`src/rtl/ctrshift_pkg.sv`:
```
package ctrshift_pkg;
  typedef enum logic [2:0] {
    MODE_LOAD = 3'b000,
    MODE_CMPL = 3'b001,
    MODE_SHUP = 3'b010,
    MODE_SHDN = 3'b011,
    MODE_CDN  = 3'b100,
    MODE_CLR  = 3'b101,
    MODE_CUP  = 3'b110,
    MODE_HOLD = 3'b111
  } mode_e;
endpackage

```
`src/rtl/ctrshift_next.sv`:
```
module ctrshift_next
  import ctrshift_pkg::*;
#(
  parameter int W = 4
) (
  input  mode_e          mode,
  input  logic [W-1:0]   cur,
  input  logic [W-1:0]   preset,
  input  logic           par_n,
  input  logic           trk_n,
  input  logic           ser_dn,
  output logic [W-1:0]   nxt,
  output logic           cnt_adv
);
  function automatic logic [W-1:0] f_inc(input logic [W-1:0] v);
    return v + W'(1);
  endfunction

  function automatic logic [W-1:0] f_dec(input logic [W-1:0] v);
    return v - W'(1);
  endfunction

  function automatic logic [W-1:0] f_shift_up(input logic [W-1:0] v, input logic sin);
    return {v[W-2:0], sin};
  endfunction

  function automatic logic [W-1:0] f_shift_dn(input logic [W-1:0] v, input logic sin);
    return {sin, v[W-1:1]};
  endfunction

  logic both_en;
  assign both_en = ~par_n & ~trk_n;
  assign cnt_adv = both_en & ((mode == MODE_CUP) | (mode == MODE_CDN));

  always_comb begin
    nxt = cur;
    unique case (mode)
      MODE_LOAD: nxt = preset;
      MODE_CMPL: nxt = ~cur;
      MODE_SHUP: nxt = f_shift_up(cur, trk_n);
      MODE_SHDN: nxt = f_shift_dn(cur, ser_dn);
      MODE_CDN:  nxt = both_en ? f_dec(cur) : cur;
      MODE_CLR:  nxt = '0;
      MODE_CUP:  nxt = both_en ? f_inc(cur) : cur;
      MODE_HOLD: nxt = cur;
      default:   nxt = cur;
    endcase
  end
endmodule

```
`src/rtl/ctrshift_tc.sv`:
```
module ctrshift_tc
  import ctrshift_pkg::*;
#(
  parameter int W = 4
) (
  input  mode_e        mode,
  input  logic [W-1:0] cur,
  input  logic         trk_n,
  output logic         tc_n
);
  logic at_top, at_bot;
  assign at_top = &cur;
  assign at_bot = ~|cur;

  always_comb begin
    unique case (mode)
      MODE_CUP:             tc_n = ~(at_top & ~trk_n);
      MODE_CDN:             tc_n = ~(at_bot & ~trk_n);
      MODE_SHUP, MODE_SHDN: tc_n = cur[W-1];
      default:              tc_n = 1'b1;
    endcase
  end
endmodule

```
`src/rtl/ctrshift_stage.sv`:
```
module ctrshift_stage
  import ctrshift_pkg::*;
#(
  parameter int W = 4
) (
  input  logic         clk,
  input  logic         arst,
  input  logic [2:0]   mode_sel,
  input  logic         cen_par_n,
  input  logic         cen_trk_n,
  input  logic         ser_dn_in,
  input  logic [W-1:0] preset_d,
  output logic [W-1:0] q,
  output logic [W-1:0] q_n,
  output logic         tc_n
);
  mode_e        mode;
  logic [W-1:0] state_q;
  logic [W-1:0] state_d;
  logic         cnt_adv;

  assign mode = mode_e'(mode_sel);

  ctrshift_next #(.W(W)) next_i (
    .mode    (mode),
    .cur     (state_q),
    .preset  (preset_d),
    .par_n   (cen_par_n),
    .trk_n   (cen_trk_n),
    .ser_dn  (ser_dn_in),
    .nxt     (state_d),
    .cnt_adv (cnt_adv)
  );

  ctrshift_tc #(.W(W)) tc_i (
    .mode  (mode),
    .cur   (state_q),
    .trk_n (cen_trk_n),
    .tc_n  (tc_n)
  );

  always_ff @(posedge clk or posedge arst) begin
    if (arst) state_q <= '0;
    else      state_q <= state_d;
  end

  assign q   = state_q;
  assign q_n = ~state_q;
endmodule

```
`config.mk`:
```
export PLATFORM = sky130hd
export DESIGN_NAME = ctrshift_stage
export DESIGN_NICKNAME = d
export VERILOG_FILES = /design/src/rtl/ctrshift_pkg.sv /design/src/rtl/ctrshift_next.sv /design/src/rtl/ctrshift_tc.sv /design/src/rtl/ctrshift_stage.sv
export SDC_FILE = /design/constraint.sdc
export NUM_CORES = 1
export LEC_CHECK = 0
export BUFFER_PORTS_ARGS = -buffer_cell sky130_fd_sc_hd__clkbuf_2
export CORE_MARGIN = 2
export CORE_UTILIZATION = 35
export CTS_CLUSTER_DIAMETER = 80
export DETAILED_ROUTE_END_ITERATION = 8
export SYNTH_ARGS = -nofsm -noshare
export SYNTH_HDL_FRONTEND = slang
export SYNTH_SLANG_ARGS = --single-unit
```
`constraint.sdc`:
```
create_clock -name clk -period 1.7 [get_ports clk]
set_input_delay 0.085 -clock clk [delete_from_list [all_inputs] [get_ports clk]]
set_output_delay 0.085 -clock clk [all_outputs]
set_load 0.02 [all_outputs]
```
== Yosys cells after proc, flatten, opt, wreduce, memory -nomap -nowiden ==
Index checks and enable logic that the tools add are counted.

* Output and inout bits: 9
* Bits in registers: 4
* Word-level logic and storage cells: 31
* Input bits: 12

* Muxes and demuxes: 4
* Eq/ne operators: 9
* Reduce and logical (&&, ||, !) cells: 6
* Add/sub/neg operators: 2
* Bitwise gates (word level): 9

{| class="wikitable"
|+ Operators by type and width
! operator !! number
|-
| one-hot mux 4 bit (7 select lines) || 1
|-
| == test 3 bit, second input constant || 4
|-
| two-way mux 4 bit || 2
|-
| == test 3 x 2 -> 1 bit, second input constant || 2
|-
| NOT 1 bit || 5
|-
| adder 4 x 1 -> 4 bit, second input constant || 1
|-
| != test 2 x 1 -> 1 bit, second input constant || 2
|-
| NOT 4 bit || 1
|-
| AND reduction 4 bit || 1
|-
| OR reduction 4 bit || 1
|-
| subtractor 4 x 1 -> 4 bit, second input constant || 1
|-
| bitwise AND 1 bit || 3
|-
| == test 3 x 1 -> 1 bit, second input constant || 1
|-
| logical NOT 3 bit || 1
|-
| one-hot mux 1 bit (3 select lines) || 1
|-
| AND reduction 3 bit || 1
|-
| OR reduction 2 bit || 1
|-
| logical NOT 1 bit || 1
|}

== Longest topological paths before layout ==
* Depth in word-level cells: 5
* Mapped depth: 9
* Mapped depth without buffers: 8

== Hierarchy ==
A second synthesis with hierarchy kept.

* Cell total of the unflattened synthesis: 68
* Area total of the unflattened synthesis: 526.8 um2

{| class="wikitable"
|+ Modules (own cells, without submodules)
! module !! cells each !! area each (um2) !! sequential area each (um2) !! instances
|-
| ctrshift_next || 52 || 365.4 || 0.0 || 1
|-
| ctrshift_stage || 9 || 118.9 || 100.1 || 1
|-
| ctrshift_tc || 7 || 42.5 || 0.0 || 1
|}

== Least setup slack after synthesis ==
No wires, ideal clock.

* Path kind: register to register
* Start point: register state_q[0], in the netlist q[0]
* End point: register state_q[2], in the netlist q[2]
* Clock period less this slack: 1808 ps
* Stages on the path, launching flop included: 7
* Slack: -108 ps
* Data arrival time: 1726 ps
* Path buffers: 0
* Required time: 1618 ps
* Setup time: 82 ps
* Path through: dfrtp_1 inv_1 fa_1 xnor2_1 nand2_1 a21o_1 a31oi_1

* Word-level cells in the longest chain between the ends: 3
* Elaborated cells on any way between the ends: 5
* Those cells by class: add/sub (2); mux (3)

{| class="wikitable"
|+ Ends and longest elaborated chain
! item !! line !! source
|-
| start: declaration || ctrshift_stage.sv:18 || <nowiki>logic [W-1:0] state_q;</nowiki>
|-
| start signal: assignment || ctrshift_stage.sv:44 || <nowiki>else state_q <= state_d;</nowiki>
|-
| adder 4 x 1 -> 4 bit / subtractor 4 x 1 -> 4 bit (equally long branches) || ctrshift_next.sv:16, ctrshift_next.sv:20 ||
|-
| two-way mux 4 bit (on tied branches) || ctrshift_next.sv:44, ctrshift_next.sv:42 ||
|-
| one-hot mux 4 bit (7 select lines) (*) || ctrshift_next.sv:37 || <nowiki>unique case (mode)</nowiki>
|}

Every way passes the cells marked *; elsewhere a longest branch is shown, timed or not. The select of a mux whose other input is x is not followed.
A chain may end at the register's enable or synchronous reset.

== Worst setup path in the final report ==
* Start point: register state_q[1], in the netlist q[1]
* End point: register state_q[2], in the netlist q[2]

Same word-level chain as after synthesis.

==> metrics <==
final setup vio count 0; final WL 1430 µm; vias in the first global route 543; Final Non-Filler Cells 110; largest net degree at the start of global routing 15; Placed Cells 105; Global Route Usage Sum 0.173; Hold Vio Cnt, Final 0; cells after synthesis 67; CP max FO 6; initial antenna violation count 0; Initial Util 0.383; clk sink count 4; Crit path max-delay family flip-flops; DIE WIDTH 42.2 µm; Largest register FFs 4; IO Pins 21; slack of the critical path 0.0839 ns; max_cap viols 0; Worst-Margin Slew 0.229 ns; register area share after synthesis 0.196; Syn Std Cell Area 510 µm²; Pint 336 µW; Bufs on Longest Clock Path 2; Mapped Nets 82; area of the multi-input gates 387 µm²; critical path data required time 1.85 ns; Reg area 103 µm²; Clock Tree Root clkbuf_4; syn_area_per_cell 7.62 µm²; unrepaired setup endpoints after global routing true; fin crit period 1.62 ns; Antenna diodes 0; CTS Buf Count 3; startpoint types flop; Max-slew headroom 0.847; CORE AREA 0.00133 mm²; crit path max-delay cell type dfrtp_2; fmax 619 MHz; Slew Limit Fails 0; VDD IR max 0.000255 V; I/O Buffers 20; outcome completed; Vias/cell 5.16; DIE AREA 0.00178 mm²; Yosys reg bits 4; Hold WC Path Type in2reg; pre-CTS WS 0.0809 ns; Clock Skews 0.000763 ns; max incr delay on CP 0.42 ns; global-route wire length before repair 2370 µm; part of the power in registers 0.233; crit path cell chain inv_1, fa_1, xnor2_1, nand2_1, a21o_1, a31oi_1; GRT overflow 0; layout cells sized above 1 0.400; drt wl/cell 13.0 µm; CTS tree yes; post-route ant nets 0; Routability Congestion 0.825; H-tree lvl count 1; clock-pin transition on the worst setup and hold timing paths 0.04 ns; Via Count 568; Setup CP Type reg2reg; Buf+Inv Stages, Crit Path 1; Critical Path AT 1.76 ns; drt drc 0; Yosys cell types 32; synthesis-to-layout area growth 42.2%; Synth top area share 0.196; post-DP HPWL 1130 µm; hold_ws 0.158 ns; # fillers 127; Nets 112; Post-Layout Inst Area 726 µm²; Leakage 0.000349 µW; Sum Neg Setup Slack 0 ns; Logic pwr share 0.567; DP Area 659 µm²; Synth warnings 0; pwr/cell area 818 mW/mm²; Net Switching 257 µW; Die Height 42.2 µm; Initial DRC Count 12; Clk Latency, worst-skew pair 0.24 ns; Pre-antenna DRT Iters 4; Setup crit end kind flop; fin crit share 0.951; Switching Fraction 0.433; area leader, netlist dfrtp_1; row count 13; clock power share 0.200; ranking of synthesized cells by area dfrtp_1 20%, inv_1 5.1%, ha_1 4.9%
-- layer usage --
metal,share of wire,track usage
met5,0,0
met4,0.0063,0.0438
met3,0.040,0.0517
met2,0.45,0.268
met1,0.50,0.232
-- cell families (layout without fill, tap and decap cells) --
group / Yosys count / after routing / synth area share
xor+xnor: 2 / 2 / 0.0343
buf+inv: 10 / 38 / 0.0858
mux: 1 / 1 / 0.0196
fa+ha+maj: 3 / 3 / 0.0882
simple gates: 24 / 24 / 0.279
compound gates: 23 / 23 / 0.297
flops: 4 / 4 / 0.196
-- worst min-delay path, cell delays in order --
cell	delay (ns)
clkbuf_2	0.08
o221ai_1	0.11
o21ai_1	0.07
-- cell usage after synthesis --
master / count
inv_1: 7
nand2_1: 6
a21oi_1: 4
dfrtp_1: 4
nand3_1: 4
o21ai_1: 4
nor2_1: 3
nor2b_1: 3
o21ai_0: 3
a21o_1: 2
a32oi_1: 2
buf_2: 2
ha_1: 2
nor3_1: 2
o22ai_1: 2
a21boi_0: 1
a22oi_1: 1
a31oi_1: 1
buf_4: 1
fa_1: 1
mux2i_1: 1
nand2b_2: 1
nand3b_4: 1
nor3b_1: 1
nor4_1: 1
o2111ai_1: 1
o221ai_1: 1
o22ai_2: 1
or3_1: 1
or3_4: 1
xnor2_1: 1
xor2_1: 1
-- through the flow --
step / util / power (µW)
detailed placement: 0.494 / 449
finish: 0.544 / 593
global placement: 0.494 / 445
CTS: 0.519 / 575
global route: 0.544 / 637
floorplan: - / 337
-- power groups by stage --
| stage | Sequential, µW | Clock (µW) | Combinational (µW) |
|---|---|---|---|
| after floorplan | 165 | 0 | 172 |
| after global placement | 132 | 0 | 313 |
| after detailed placement | 132 | 0 | 317 |
| after CTS | 131 | 124 | 320 |
| after global routing | 140 | 131 | 366 |
| final | 138 | 119 | 337 |
-- final cells by class --
type,instances,area share
sequential,4,0.141
inverter,7,0.0362
timing repair buffer,28,0.233
clock buffer,3,0.0310
multi-input combinational,53,0.533
tap,15,0.0259
-- what timing repair did --
item                                   CTS  global route
endpoints found under the hold margin    4             0
setup buffers                            0             2
hold buffers                             1             0
gates resized for setup                  0             7
setup endpoints to repair                0             1
-- cells in the final DEF, fill, tap and decap left out, drive strengths merged, types with 2 or more instances in the layout --
cell type	n
or3	2
a21oi	4
nor3	2
o22ai	3
clkbuf	22
dfrtp	4
nor2	3
a21o	2
a32oi	2
nand3	4
nor2b	3
buf	8
nand2	6
inv	7
o21ai	7
ha	2
-- worst paths after layout --
check | from | endpoint | slack [ns] | cells past startpoint
setup / recovery | q[1]$_DFFE_PP0P_ | q[2]$_DFFE_PP0P_ | 0.08 | 6
hold / removal | preset_d[1] | q[1]$_DFFE_PP0P_ | 0.16 | 3
setup reg to reg | q[1]$_DFFE_PP0P_ | q[2]$_DFFE_PP0P_ | 0.08 | 6
hold reg to reg | q[0]$_DFFE_PP0P_ | q[0]$_DFFE_PP0P_ | 0.59 | 2
max in group asynchronous | arst | q[0]$_DFFE_PP0P_ | 1.27 | 3
min in group asynchronous | arst | q[2]$_DFFE_PP0P_ | 0.26 | 3
Power figures use the tool's default switching activity.
